<file path="src/rtl/dma_mover_pkg.sv">
package dma_mover_pkg;
  localparam int BEAT_BYTES = 4;
  localparam int BEAT_SHIFT = $clog2(BEAT_BYTES);

  typedef enum logic [1:0] {
    ST_IDLE,
    ST_WAIT,
    ST_REQ,
    ST_XFER
  } mover_state_e;
endpackage

</file>
<file path="src/rtl/dma_gate.sv">
module dma_gate #(
  parameter int REM_W = 24,
  parameter int LEN_W = 6,
  parameter int LVL_W = 7
) (
  input  logic [REM_W-1:0] rem_beats,
  input  logic [LEN_W-1:0] burst_beats,
  input  logic             to_mem,
  input  logic [LVL_W-1:0] fifo_level,
  input  logic [LVL_W-1:0] fifo_space,
  output logic [LEN_W-1:0] need,
  output logic             ok
);
  logic [LVL_W-1:0] have;

  always_comb begin
    if (rem_beats < REM_W'(burst_beats)) need = rem_beats[LEN_W-1:0];
    else                                 need = burst_beats;
    have = to_mem ? fifo_level : fifo_space;
    ok   = (need != '0) && (have >= LVL_W'(need));
  end
endmodule

</file>
<file path="src/rtl/dma_beat_ctr.sv">
module dma_beat_ctr #(
  parameter int LEN_W = 6
) (
  input  logic             clk,
  input  logic             rst_n,
  input  logic             clear,
  input  logic             step,
  input  logic [LEN_W-1:0] len,
  output logic             last
);
  logic [LEN_W-1:0] cnt;

  always_ff @(posedge clk) begin
    if (!rst_n)     cnt <= '0;
    else if (clear) cnt <= '0;
    else if (step)  cnt <= cnt + LEN_W'(1);
  end

  assign last = step && (cnt == len - LEN_W'(1));


  beat_bound_chk: assert property (@(posedge clk) disable iff (!rst_n)
    step |-> (cnt < len));
endmodule

</file>
<file path="src/rtl/burst_dma_mover.sv">
module burst_dma_mover
  import dma_mover_pkg::*;
#(
  parameter int ADDR_W     = 32,
  parameter int CNT_W      = 24,
  parameter int FIFO_DEPTH = 64,
  parameter int MIN_BURST  = 4
) (
  input  logic                                     clk,
  input  logic                                     rst_n,
  input  logic                                     start,
  input  logic                                     to_mem,
  input  logic [CNT_W-1:0]                         byte_count,
  input  logic [ADDR_W-1:0]                        start_addr,
  input  logic [1:0]                               burst_sel,
  input  logic [$clog2(FIFO_DEPTH+1)-1:0]          fifo_level,
  input  logic [$clog2(FIFO_DEPTH+1)-1:0]          fifo_space,
  output logic                                     bus_req,
  input  logic                                     bus_gnt,
  output logic [ADDR_W-1:0]                        bus_addr,
  output logic [$clog2((MIN_BURST << 3) + 1)-1:0]  bus_len,
  output logic                                     beat_valid,
  input  logic                                     beat_ready,
  input  logic                                     bus_err,
  output logic                                     busy,
  output logic                                     done,
  output logic                                     error
);
  localparam int MAX_BURST = MIN_BURST << 3;
  localparam int LEN_W     = $clog2(MAX_BURST + 1);
  localparam int LVL_W     = $clog2(FIFO_DEPTH + 1);

  mover_state_e      state;
  logic [CNT_W-1:0]  rem;
  logic [ADDR_W-1:0] addr;
  logic [LEN_W-1:0]  len_r;
  logic [LEN_W-1:0]  burst_beats;
  logic [LEN_W-1:0]  need;
  logic [1:0]        sel_r;
  logic              to_mem_r;
  logic              gate_ok;
  logic              hs;
  logic              last_beat;
  logic              done_q;
  logic              err_q;

  assign burst_beats = LEN_W'(MIN_BURST) << sel_r;
  assign hs          = (state == ST_XFER) && beat_ready;

  dma_gate #(.REM_W(CNT_W), .LEN_W(LEN_W), .LVL_W(LVL_W)) u_gate (
    .rem_beats  (rem),
    .burst_beats(burst_beats),
    .to_mem     (to_mem_r),
    .fifo_level (fifo_level),
    .fifo_space (fifo_space),
    .need       (need),
    .ok         (gate_ok)
  );

  dma_beat_ctr #(.LEN_W(LEN_W)) u_beats (
    .clk  (clk),
    .rst_n(rst_n),
    .clear(state == ST_REQ),
    .step (hs),
    .len  (len_r),
    .last (last_beat)
  );

  always_ff @(posedge clk) begin
    if (!rst_n) begin
      state    <= ST_IDLE;
      rem      <= '0;
      addr     <= '0;
      len_r    <= '0;
      sel_r    <= '0;
      to_mem_r <= 1'b0;
      done_q   <= 1'b0;
      err_q    <= 1'b0;
    end else begin
      done_q <= 1'b0;
      err_q  <= 1'b0;
      unique case (state)
        ST_IDLE: if (start) begin
          to_mem_r <= to_mem;
          sel_r    <= burst_sel;
          addr     <= start_addr;
          rem      <= byte_count >> BEAT_SHIFT;
          if ((byte_count >> BEAT_SHIFT) == '0) done_q <= 1'b1;
          else                                  state  <= ST_WAIT;
        end
        ST_WAIT: if (gate_ok) begin
          len_r <= need;
          state <= ST_REQ;
        end
        ST_REQ: if (bus_gnt) state <= ST_XFER;
        ST_XFER: begin
          if (hs && bus_err) begin
            err_q <= 1'b1;
            state <= ST_IDLE;
          end else if (last_beat) begin
            rem  <= rem - CNT_W'(len_r);
            addr <= addr + ADDR_W'({len_r, {BEAT_SHIFT{1'b0}}});
            if (rem == CNT_W'(len_r)) begin
              done_q <= 1'b1;
              state  <= ST_IDLE;
            end else begin
              state <= ST_WAIT;
            end
          end
        end
        default: state <= ST_IDLE;
      endcase
    end
  end

  assign bus_req    = (state == ST_REQ);
  assign beat_valid = (state == ST_XFER);
  assign bus_addr   = addr;
  assign bus_len    = len_r;
  assign busy       = (state != ST_IDLE);
  assign done       = done_q;
  assign error      = err_q;


  req_hold_chk: assert property (@(posedge clk) disable iff (!rst_n)
    (bus_req && !bus_gnt) |=> bus_req);


  beat_after_gnt_chk: assert property (@(posedge clk) disable iff (!rst_n)
    $rose(beat_valid) |-> $past(bus_req && bus_gnt));


  req_gate_chk: assert property (@(posedge clk) disable iff (!rst_n)
    $rose(bus_req) |-> $past(gate_ok));


  len_range_chk: assert property (@(posedge clk) disable iff (!rst_n)
    bus_req |-> (bus_len != '0 && bus_len <= burst_beats));


  done_pulse_chk: assert property (@(posedge clk) disable iff (!rst_n)
    done |=> !done);


  abort_chk: assert property (@(posedge clk) disable iff (!rst_n)
    error |-> (!busy && !done && !beat_valid));
endmodule

</file>
<file path="config.mk">
export PLATFORM = sky130hd
export DESIGN_NAME = burst_dma_mover
export DESIGN_NICKNAME = d
export VERILOG_FILES = /design/src/rtl/dma_mover_pkg.sv /design/src/rtl/dma_gate.sv /design/src/rtl/dma_beat_ctr.sv /design/src/rtl/burst_dma_mover.sv
export SDC_FILE = /design/constraint.sdc
export NUM_CORES = 1
export LEC_CHECK = 0
export ABC_AREA = 1
export BUFFER_PORTS_ARGS = -buffer_cell sky130_fd_sc_hd__buf_2
export CORE_ASPECT_RATIO = 1.75
export CORE_MARGIN = 4
export CORE_UTILIZATION = 40
export DETAILED_ROUTE_END_ITERATION = 8
export PLACE_DENSITY_LB_ADDON = 0.3
export SKIP_CTS_REPAIR_TIMING = 1
export SLEW_MARGIN = 20
export SYNTH_ARGS = -nofsm -noshare
export SYNTH_HDL_FRONTEND = slang
export SYNTH_SLANG_ARGS = --single-unit
</file>
<file path="constraint.sdc">
create_clock -name clk -period 3.9 [get_ports clk]
set_clock_uncertainty 0.2 [all_clocks]
set_input_delay 0.78 -clock clk [delete_from_list [all_inputs] [get_ports clk]]
set_output_delay 0.78 -clock clk [all_outputs]
set_load 0.01 [all_outputs]
</file>
Word-level counts from Yosys, hierarchy flattened
Cells that the tools add are included.

storage, ports and cells
  input port bits = 79
  output and inout bits = 43
  flip-flop bits (word level) = 75
  word-level logic and storage cells = 69

operators by class
  reduce and logical (&&, ||, !) cells = 15
  bitwise operators = 1
  $add $sub $neg = 4
  muxes and demuxes = 25
  order comparisons = 2
  eq/ne operators = 12
  shift-type cells = 1

operator list
  kind                   count
  $mux W32               3
  $mux W24               3
  $pmux W32 S2           1
  $pmux W24 S2           1
  $add A32 B8 Y32        1
  $eq A24 B6 Y1          1
  $logic_not A24 Y1      1
  $lt A24 B6 Y1          1
  $sub A24 B6 Y24        1
  $mux W2                6
  $ne A2 B2 Y1 const B   4
  $pmux W2 S4            1
  $ge A7 B6 Y1           1
  $mux W1                7
  $mux W7                1
  $add A6 B1 Y6 const B  1
  $eq A6 B6 Y1           1
  $mux W6                1
  $reduce_and A2 Y1      3
  $reduce_bool A6 Y1     1
  $shl A3 B2 Y6 const A  1
  $sub A6 B1 Y6 const B  1
  $reduce_and A5 Y1      1
  $eq A2 B2 Y1 const B   2
  other kinds (10)       15

Depth between registers and ports, before layout
Gate-level depths: netlist of run 1.

  word-level depth = 7
  mapped depth = 24
  depth with buffers taken out = 24

Modules after synthesis
Synthesis of run 1 repeated with hierarchy kept, for this count alone.

second synthesis, totals
  cells, all modules = 1036
  area, all modules = 6120.9 sq um

modules (own cells, without submodules)
  module           area an instance (sq um)  cells each  instances
  burst_dma_mover  5073.6                    855         1
  dma_gate         581.8                     99          1
  dma_beat_ctr     465.4                     82          1

Worst setup path before layout of run 1
No wires, ideal clock.

  path type = register -> register
  from = reg sel_r[1]
  to = reg len_r[3] (netlist: bus_len[3])
  stages on the path, launching flop included = 21
  slack = 976 ps
  library setup time = 116 ps
  path buffers = 0
  arrival time = 2609 ps
  cells stage by stage = dfxtp_1 inv_1 nor2_1 inv_1 ha_1 nand2_1 nor2_1 nand2_1 nand2_1 inv_1 nand2_4 nand2_1 nand2_1 inv_1 ha_1 nand4_1 o311ai_1 nand3_4 inv_2 nand2_1 and3_1

between the ends
  cells in the longest elaborated chain, start to end = 6

RTL lines
  what                                                line                   source
  from (decl)                                         burst_dma_mover.sv:39  logic [1:0] sel_r;
  from (signal assigned)                              burst_dma_mover.sv:85  sel_r <= burst_sel;
  $shl A3 B2 Y6 (*)                                   burst_dma_mover.sv:47  assign burst_beats = LEN_W'(MIN_BURST) << sel_r;
  $lt A24 B6 Y1                                       dma_gate.sv:17         if (rem_beats < REM_W'(burst_beats)) need = rem_beats[LEN_W-1:0];
  $mux W6 (*)                                         dma_gate.sv:17
  $ge A7 B6 Y1 or $reduce_bool A6 Y1 (tied branches)  dma_gate.sv:20         ok = (need != '0) && (have >= LVL_W'(need));
  $logic_and A1 B1 Y1                                 dma_gate.sv:20
  $reduce_and A2 Y1 (no line)                         n/a
  to (signal assigned)                                burst_dma_mover.sv:92  len_r <= need;
  to (decl)                                           burst_dma_mover.sv:36  logic [LEN_W-1:0] len_r;

Mark *: on every way between the ends. The rest lies on a longest branch, timed or not.
A chain may end at the register's enable or synchronous reset.

Worst setup path after layout of run 1
  from = reg sel_r[1]
  to = reg state[0]

between the ends
  cells in the longest elaborated chain, start to end = 7

RTL lines
  what                                                line                   source
  $shl A3 B2 Y6 (*)                                   burst_dma_mover.sv:47
  $lt A24 B6 Y1                                       dma_gate.sv:17
  $mux W6 (*)                                         dma_gate.sv:17
  $ge A7 B6 Y1 or $reduce_bool A6 Y1 (tied branches)  dma_gate.sv:20
  $logic_and A1 B1 Y1 (*)                             dma_gate.sv:20
  $ne A2 B2 Y1 (no line) (*)                          n/a
  $reduce_and A5 Y1 (no line) (*)                     n/a
  to (signal assigned)                                burst_dma_mover.sv:71  state <= ST_IDLE;
  to (signal assigned)                                burst_dma_mover.sv:89  else state <= ST_WAIT;
  to (signal assigned)                                burst_dma_mover.sv:93  state <= ST_REQ;
  to (decl)                                           burst_dma_mover.sv:33  mover_state_e state;

Marked as above.

==> results.ini, run 1 <==
[critical_path]
worstPathArrival_ps=3270
crit_top_cell=nand2_1
worstReg2RegEnd=state[0]$_SDFFE_PN0P_
path_depth=22
crit_slowest_cell=o311ai_1
required_ps=3980
critPathKind=flip-flop to flip-flop
ff2ff_path_depth=22
critPathMaxFanout=5
crit_path_end_kind=flip-flop
start_kind=flip-flop
crit_family=simple AND/OR/NAND/NOR gates
reg2reg_slack_ps=710
crit_chain=inv_1, nor2_1, inv_1, ha_1, nand2_1, nor2_1, nand2_1, nand2_1, inv_1, nand2_4, nand2_1, nand2_1, inv_1, ha_1, nand2_1, o311ai_1, nand2_1, nand2_1, nand2_2, nand2_1, nand2_1, nor2_1
worst_path_largest_cell_delay_ps=460
r2r_start=sel_r[1]$_SDFFE_PN0P_
critPathBufInv=4

[grt]
grtUsageTotal_pct=20.8
antenna_found_initial=2
grt_pass1_vias=5780
gr-total-overflow=0
grt_pass1_wl_um=27300
grt_start_max_net_pins=78

[route]
wl_um=16100
wl_per_cell_um=14.1
viasPerCell=5.17
final_antenna_net_count=0
drc=0
firstDrtPassIters=5
vias=5897
initialDrtViolationCount=274

[synth]
async_flop_share_pct=0
yosys-top-cells-area=dfxtp_1, nand2_1, a21oi_1, nor2_1, ha_1
ys_seq_area_share_pct=27.3
ys.flop_type=dfxtp_1
synth_edf_count=0
synth-seq-cells=75
synthDistinctLibCells=45
synth_area_sq_um=5500
yosysTopAreaCell=dfxtp_1
syn_area_per_cell_sq_um=6.45
yosysTopAreaCellShare_pct=27.3
synth_warnings=0
synthCells=853
synthesis.nets=962

[timing]
max_freq_ghz=0.313
fin_crit_sh_pct=81.8
setup_slack_ps=709
setup_tns_ps=0
slew_headroom_pct=45.2
hold_violations=0
tightest_slew_ps=817
drv_slew=0
setup_viol=0
grt_setup_unrepaired=false
min_period_ps=3190

[power]
clkPwrFrac_pct=15.1
p_int_mw=2.63
power_leakage_nw=3.12
p_sw_mw=2.62
vdd_drop_max_uv=406
sw_frac_of_total_pct=49.9
p_comb_share_pct=57.7
p_per_area_nw_per_um2=805
seqPwrFrac_pct=27.3

[cells_and_area]
final_common_cell=nand2_1
drive_above_1_share_pct=17.2
nets=1069
syn2layout_area_growth_pct=18.4
layout_common_cells=nand2_1, buf_2, nor2_1

[clock_tree]
cts_tree=done
cts.sinks=75
root_buffer=clkbuf_16
htree_levels=3
clkTransAtPathRegs_ps=60
cts_buffers=9
clk_latency_ps=340
cts_buffer_depth=2

[floorplan]
row_count=56
ioPinCount=122
fp.dieArea_sq_um=15800
die_h_um=163
die_x_um=96.6
core_sq_um=13500
start_util_pct=40.9

[hold_path]
holdPathEnd=rem[0]$_SDFFE_PN0P_
hold_depth=2
hold_class=flip-flop to flip-flop
holdCritStartpoint=rem[0]$_SDFFE_PN0P_

[run]
maxCapViolations=0

[run_status]
status=completed

[place]
finalWeightedCongestion=0.942
dp_hpwl_um=12300
pre_cts_ws_ps=714
portBuffers=119

[synthesized netlist by cell type (2+ instances only)]
| cell | number |
|---|---|
| xor2_1 | 19 |
| buf_2 | 4 |
| o21ai_1 | 11 |
| ha_1 | 28 |
| buf_4 | 7 |
| o21a_1 | 2 |
| fa_1 | 2 |
| or2_2 | 5 |
| xnor2_1 | 9 |
| o22ai_1 | 5 |
| nor4_1 | 10 |
| nand3_1 | 32 |
| inv_1 | 85 |
| clkbuf_1 | 18 |
| a21o_1 | 3 |
| nor2_1 | 95 |
| nand2_2 | 3 |
| nand3b_1 | 7 |
| dfxtp_1 | 75 |
| nor3b_1 | 5 |
| nand4_1 | 14 |
| mux2i_1 | 5 |
| nor2_2 | 3 |
| a21oi_1 | 84 |
| and3_1 | 3 |
| o211ai_1 | 22 |
| a31oi_1 | 2 |
| nand2_1 | 202 |
| o21ai_0 | 54 |
| nor2_4 | 2 |
| inv_2 | 5 |
| nor3_1 | 19 |
[worst min-delay path: stages, from the launching register on]
cell and delay, ps:
dfxtp_1 320, inv_1 70, a21oi_1 60
[worst max-delay path by stage]
stage,from,to,slack (ps)
floorplan,sel_r[1]$_SDFFE_PN0P_,bus_len[3]$_SDFFE_PN0P_,980
global placement,sel_r[1]$_SDFFE_PN0P_,state[0]$_SDFFE_PN0P_,710
detailed placement,sel_r[1]$_SDFFE_PN0P_,state[0]$_SDFFE_PN0P_,710
CTS,sel_r[1]$_SDFFE_PN0P_,state[1]$_SDFFE_PN0P_,700
global route,sel_r[1]$_SDFFE_PN0P_,state[1]$_SDFFE_PN0P_,340
finish,sel_r[1]$_SDFFE_PN0P_,state[0]$_SDFFE_PN0P_,710
[cell type report]
| class | count | area, sq um |
|---|---|---|
| diodes | 2 | 5.00 |
| clock buffers | 10 | 239 |
| clock inverters | 6 | 41.3 |
| fillers | 1451 | 6940 |
| inverters | 91 | 342 |
| multi-input cells | 657 | 3510 |
| flip-flops and latches | 75 | 1500 |
| well taps | 174 | 218 |
| repair buffers | 126 | 661 |
[flip-flops by register name, indices dropped and copies added (netlist names)]
| register | flops |
|---|---|
| sel_r | 2 |
| to_mem_r | 1 |
| done | 1 |
| state | 2 |
| error | 1 |
| bus_addr | 32 |
| rem | 24 |
| bus_len | 6 |
| u_beats.cnt | 6 |
[logic make-up (layout without fill, tap and decap cells)]
family	Yosys count	in the layout	synth area share, %
mux	5	5	0.910
simple gates	403	403	32.0
fa+ha+maj	30	30	7.10
flops	75	75	27.3
buf+inv	121	233	8.96
xor+xnor	28	28	4.46
other cells	0	2	0
compound gates	191	191	19.3
[routing by layer]
layer / vias to the layer above / track usage, % / share of wire (%)
met5: - / 0 / 0
met4: 0 / 8.88 / 3.2
met3: 35 / 3.16 / 4.5
met2: 154 / 39.4 / 53
met1: 2658 / 22.7 / 40
li1: 3050 / - / -
[power by group through the flow]
stage | clock [mW] | sequential, mW | combinational [mW]
2_1_floorplan | 0 | 1.41 | 2.30
3_3_place_gp | 0 | 1.44 | 3.00
3_5_place_dp | 0 | 1.44 | 3.03
4_1_cts | 0.811 | 1.43 | 3.05
5_1_grt | 0.848 | 1.48 | 3.49
6_report | 0.791 | 1.43 | 3.02
[metrics by stage]
stage | hold slack [ps] | utilization, % | power (mW) | std cells | instance area (sq um)
2_1_floorplan | 248 | - | 3.71 | 853 | 5500
3_3_place_gp | 280 | 46.3 | 4.44 | 1123 | 6230
3_5_place_dp | 280 | 46.3 | 4.48 | 1123 | 6230
4_1_cts | 293 | 48.4 | 5.28 | 1139 | 6510
5_1_grt | 320 | 48.4 | 5.81 | 1141 | 6520
6_report | 295 | 48.4 | 5.24 | 1141 | 6520
Note: power is estimated with default switching activity, not from simulation.
==> run 2, diff against run 1 <==
Settings changed: ABC_AREA 1 to 0.
Clock period 3.9 ns to 2.9 ns, I/O delays scaled along.
==> results.ini, run 2 <==
[timing]
setup_viol=8
grt_setup_unrepaired=true
max_freq_ghz=0.298
setup_tns_ps=-3510
fin_crit_sh_pct=116
setup_slack_ps=-460
tightest_slew_ps=581
hold_violations=0
min_period_ps=3360
slew_headroom_pct=60.7
drv_slew=0

[clock_tree]
clk_latency_ps=350
cts_tree=done
clkTransAtPathRegs_ps=60
cts.sinks=75
cts_buffers=9
root_buffer=clkbuf_16
cts_buffer_depth=2
htree_levels=3

[floorplan]
die_x_um=95.6
row_count=55
die_h_um=161
core_sq_um=13100
fp.dieArea_sq_um=15400
ioPinCount=122
start_util_pct=41.1

[route]
initialDrtViolationCount=300
vias=6085
firstDrtPassIters=5
wl_per_cell_um=17.6
viasPerCell=5.88
drc=0
final_antenna_net_count=0
wl_um=18100

[synth]
synth_warnings=0
synthTopCellsByCount=nand2_1, dfxtp_1, a21oi_1
synth.most_common_cell=nand2_1
synthesis.nets=803
synth_edf_count=0
ys_seq_area_share_pct=28.0
ys.flop_type=dfxtp_1
yosysTopAreaCellShare_pct=28.0
async_flop_share_pct=0
synth-seq-cells=75
synthDistinctLibCells=74
yosysTopAreaCell=dfxtp_1
syn_area_per_cell_sq_um=7.74
synth_area_sq_um=5370
synthCells=694
yosys-top-cells-area=dfxtp_1, ha_1, a21oi_1, nand2_1, nor2_1

[run_status]
violations=setup timing
status=finished, violations left

[cells_and_area]
syn2layout_area_growth_pct=32.0
nets=967
multi_input_area_sq_um=3760
layout_common_cells=buf_2, buf_4, nand2_1
drive_above_1_share_pct=31.6
register_area_sq_um=1510
num-fill-cells=1360
final_common_cell=buf_2
num_antenna_cells=0
largest_reg_flops=32

[hold_path]
hold_class=flip-flop to flip-flop

[run]
maxCapViolations=0

[power]
p_int_mw=3.99
seqPwrFrac_pct=25.2
p_per_area_nw_per_um2=1000
power_leakage_nw=2.98
clkPwrFrac_pct=17.6
p_comb_share_pct=57.2
power_mw=7.11
sw_frac_of_total_pct=44.0
vdd_drop_max_uv=442
p_sw_mw=3.13

[place]
dp_hpwl_um=13900
portBuffers=119
finalWeightedCongestion=0.865

[critical_path]
crit_path_end_kind=flip-flop
required_ps=2970
critPathMaxFanout=8
ff2ff_path_depth=13
critPathCapture=bus_len[4]$_SDFFE_PN0P_
critPathKind=flip-flop to flip-flop
reg2reg_slack_ps=-460
worstPathArrival_ps=3430
worstReg2RegEnd=bus_len[4]$_SDFFE_PN0P_
r2r_start=rem[11]$_SDFFE_PN0P_
start_kind=flip-flop
startpoint=rem[11]$_SDFFE_PN0P_

[grt]
grt_pass1_vias=5990
grt_pass1_wl_um=28900
grt_start_max_net_pins=52
gr-total-overflow=0
grtUsageTotal_pct=23.5
antenna_found_initial=0

==> run 2: final cells by class <==
| type | instances | area share (%) |
|---|---|---|
| well taps | 171 | 3.02 |
| flip-flops and latches | 75 | 21.2 |
| clock inverters | 4 | 1.02 |
| repair buffers | 197 | 16.9 |
| multi-input cells | 554 | 53.0 |
| inverters | 21 | 1.11 |
| clock buffers | 12 | 3.62 |
==> run 2: worst min path at each step <==
stage	from	end	slack (ps)	cells past startpoint
finish	sel_r[1]$_SDFFE_PN0P_	sel_r[1]$_SDFFE_PN0P_	270	2
global route	to_mem	to_mem_r$_SDFFE_PN0P_	300	3
CTS	sel_r[1]$_SDFFE_PN0P_	sel_r[1]$_SDFFE_PN0P_	280	2
detailed placement	sel_r[1]$_SDFFE_PN0P_	sel_r[1]$_SDFFE_PN0P_	270	2
global placement	bus_addr[31]$_SDFFE_PN0P_	bus_addr[31]$_SDFFE_PN0P_	260	2
floorplan	rem[14]$_SDFFE_PN0P_	rem[14]$_SDFFE_PN0P_	250	2
==> run 2: cell families (layout without fill, tap and decap cells) <==
logic type | count (synthesis) | in the layout | synth area share (%)
xor+xnor | 14 | 14 | 2.28
buf+inv | 65 | 234 | 4.73
fa+ha+maj | 30 | 30 | 7.27
compound gates | 227 | 227 | 29.4
mux | 17 | 17 | 3.31
simple gates | 266 | 266 | 25.0
flops | 75 | 75 | 28.0
==> run 2: stage by stage <==
step                      area [sq um]  utilization [%]  hold WS, ps  worst slack, ps  cells
final                             7090             54.2          274             -460   1034
after global routing              7090             54.2          303             -620   1034
after CTS                         6960             53.2          279             -610   1028
after detailed placement          6630             50.7          270             -598   1012
after floorplan                   5440                -          249             -420    694
after global placement            6630             50.7          262             -555   1012
==> run 2: routing by layer <==
layer,GRT usage [%],up-vias,wire (um)
met1,25.2,2906,6760
li1,-,2941,-
met2,43.1,183,9730
met5,0,-,0
met4,12.0,0,792
met3,3.36,55,870
==> run 2: power by group through the flow <==
stage | Sequential, mW | Combinational (mW) | Clock, mW
floorplan | 1.81 | 2.40 | 0
global placement | 1.80 | 3.84 | 0
detailed placement | 1.81 | 3.88 | 0
CTS | 1.79 | 3.90 | 1.27
global route | 1.84 | 4.47 | 1.31
finish | 1.79 | 4.07 | 1.25
==> run 2: worst max-delay path, cell delays in order (launching register included) <==
cell and delay [ps]:
dfxtp_2 320, or4_4 560, nor4_4 220, and3_4 280, a21oi_2 60, a21oi_2 120
ha_1 250, a21o_1 180, a211o_1 270, a41oi_2 220, buf_4 170, a311oi_2 30
buf_4 190, a211oi_2 210
==> run 3, diff against run 2 <==
Settings changed: RECOVER_POWER set to 25.
==> results.ini, run 3 (synthesized netlist as in run 2, its figures left out) <==
[critical_path]
crit_chain=or4_4, nor4_4, and3_4, a21oi_2, a21oi_2, ha_1, a21o_1, a211o_1, a41oi_2, buf_4, a311oi_2, buf_4, a211oi_2
crit_path_end_kind=flip-flop
crit_slowest_cell=or4_4
critPathMaxFanout=8
crit_family=compound AO/OA/AOI/OAI gates
required_ps=2970
critPathKind=flip-flop to flip-flop
worst_path_largest_cell_delay_ps=560
start_kind=flip-flop
critPathBufInv=2
worstPathArrival_ps=3430
reg2reg_slack_ps=-460

[timing]
grt_setup_unrepaired=true
tightest_slew_ps=605
max_freq_ghz=0.298
hold_violations=0
slew_headroom_pct=59.3
drv_slew=0
setup_viol=8
min_period_ps=3360
setup_tns_ps=-3530
setup_slack_ps=-461
fin_crit_sh_pct=116
whs_ps=274

[clock_tree]
root_buffer=clkbuf_16
htree_levels=3
cts_tree=done
clkTransAtPathRegs_ps=60
cts.sinks=75
cts_buffer_depth=2
cts_buffers=9
clk_latency_ps=350

[power]
vdd_drop_max_uv=446
power_leakage_nw=2.89
p_per_area_nw_per_um2=1000

[floorplan]
fp.dieArea_sq_um=15400
ioPinCount=122
die_h_um=161
start_util_pct=41.1
core_sq_um=13100
die_x_um=95.6
row_count=55

[grt]
use_met3_pct=3.36
gr-total-overflow=0
grt_pass1_wl_um=28900
grt-busiest-layer=met2
antenna_found_initial=0
grtUsageTotal_pct=23.5
grt_pass1_vias=5990
use_met1_pct=25.2
met2_usage_pct=43.1
grt_start_max_net_pins=52

[cells_and_area]
drive_above_1_share_pct=28.7
layout_common_cells=buf_2, nand2_1, buf_4
final_common_cell=buf_2
largest_reg_flops=32
nets=967
num_antenna_cells=0
syn2layout_area_growth_pct=31.4
num-fill-cells=1367

[place]
dp_hpwl_um=13900
finalWeightedCongestion=0.865
pre_cts_ws_ps=-598
portBuffers=119

[route]
final_antenna_net_count=0
initialDrtViolationCount=355
drc=0
viasPerCell=5.86
vias=6056
wl_per_cell_um=17.6
firstDrtPassIters=4
wl_um=18200

[run_status]
status=finished, violations left
violations=setup timing

[run]
maxCapViolations=0

[hold_path]
hold_class=flip-flop to flip-flop

## run 3: cell type report
class                   instances  area, sq um  area share [%]
repair buffers                197         1170            16.6
well taps                     171          214            3.03
multi-input cells             554         3760            53.3
clock inverters                 4         72.6            1.03
flip-flops and latches         75         1510            21.3
inverters                      21         78.8            1.12
clock buffers                  12          256            3.64
## run 3: worst register-to-register path, stage by stage, from the launching register on
cell and delay [ps]:
dfxtp_2 320, or4_4 560, nor4_4 220, and3_4 280, a21oi_2 60, a21oi_2 120, ha_1 250, a21o_1 180
a211o_1 270, a41oi_2 220, buf_4 170, a311oi_2 40, buf_4 190, a211oi_2 210
## run 3: metrics by stage
stage                     area [sq um]  std cells  power [mW]  utilization (%)
after floorplan                   5440        694        4.21                -
after global placement            6630       1012        5.64             50.7
after detailed placement          6630       1012        5.69             50.7
after CTS                         6960       1028        6.95             53.2
after global routing              7050       1034        7.60             54.0
final                             7050       1034        7.08             54.0
## run 3: where the power goes
part,switching [mW],internal [mW],leakage [nW]
registers,0.408,1.39,0.618
clock network,0.457,0.799,0.159
logic,2.27,1.76,2.11
total,3.13,3.95,2.89
## run 3: final timing paths
path,cells past startpoint,start,end
setup / recovery,13,rem[11]$_SDFFE_PN0P_,bus_len[4]$_SDFFE_PN0P_
hold / removal,2,sel_r[1]$_SDFFE_PN0P_,sel_r[1]$_SDFFE_PN0P_
setup reg to reg,13,rem[11]$_SDFFE_PN0P_,bus_len[4]$_SDFFE_PN0P_
hold reg to reg,2,sel_r[1]$_SDFFE_PN0P_,sel_r[1]$_SDFFE_PN0P_
## run 3: layer usage
metal / share of wire [%] / vias to the layer above / routed length (um)
met4: 4.3 / 0 / 786
met5: 0 / - / 0
met1: 37 / 2899 / 6720
met3: 4.7 / 51 / 854
li1: - / 2939 / -
met2: 54 / 167 / 9810
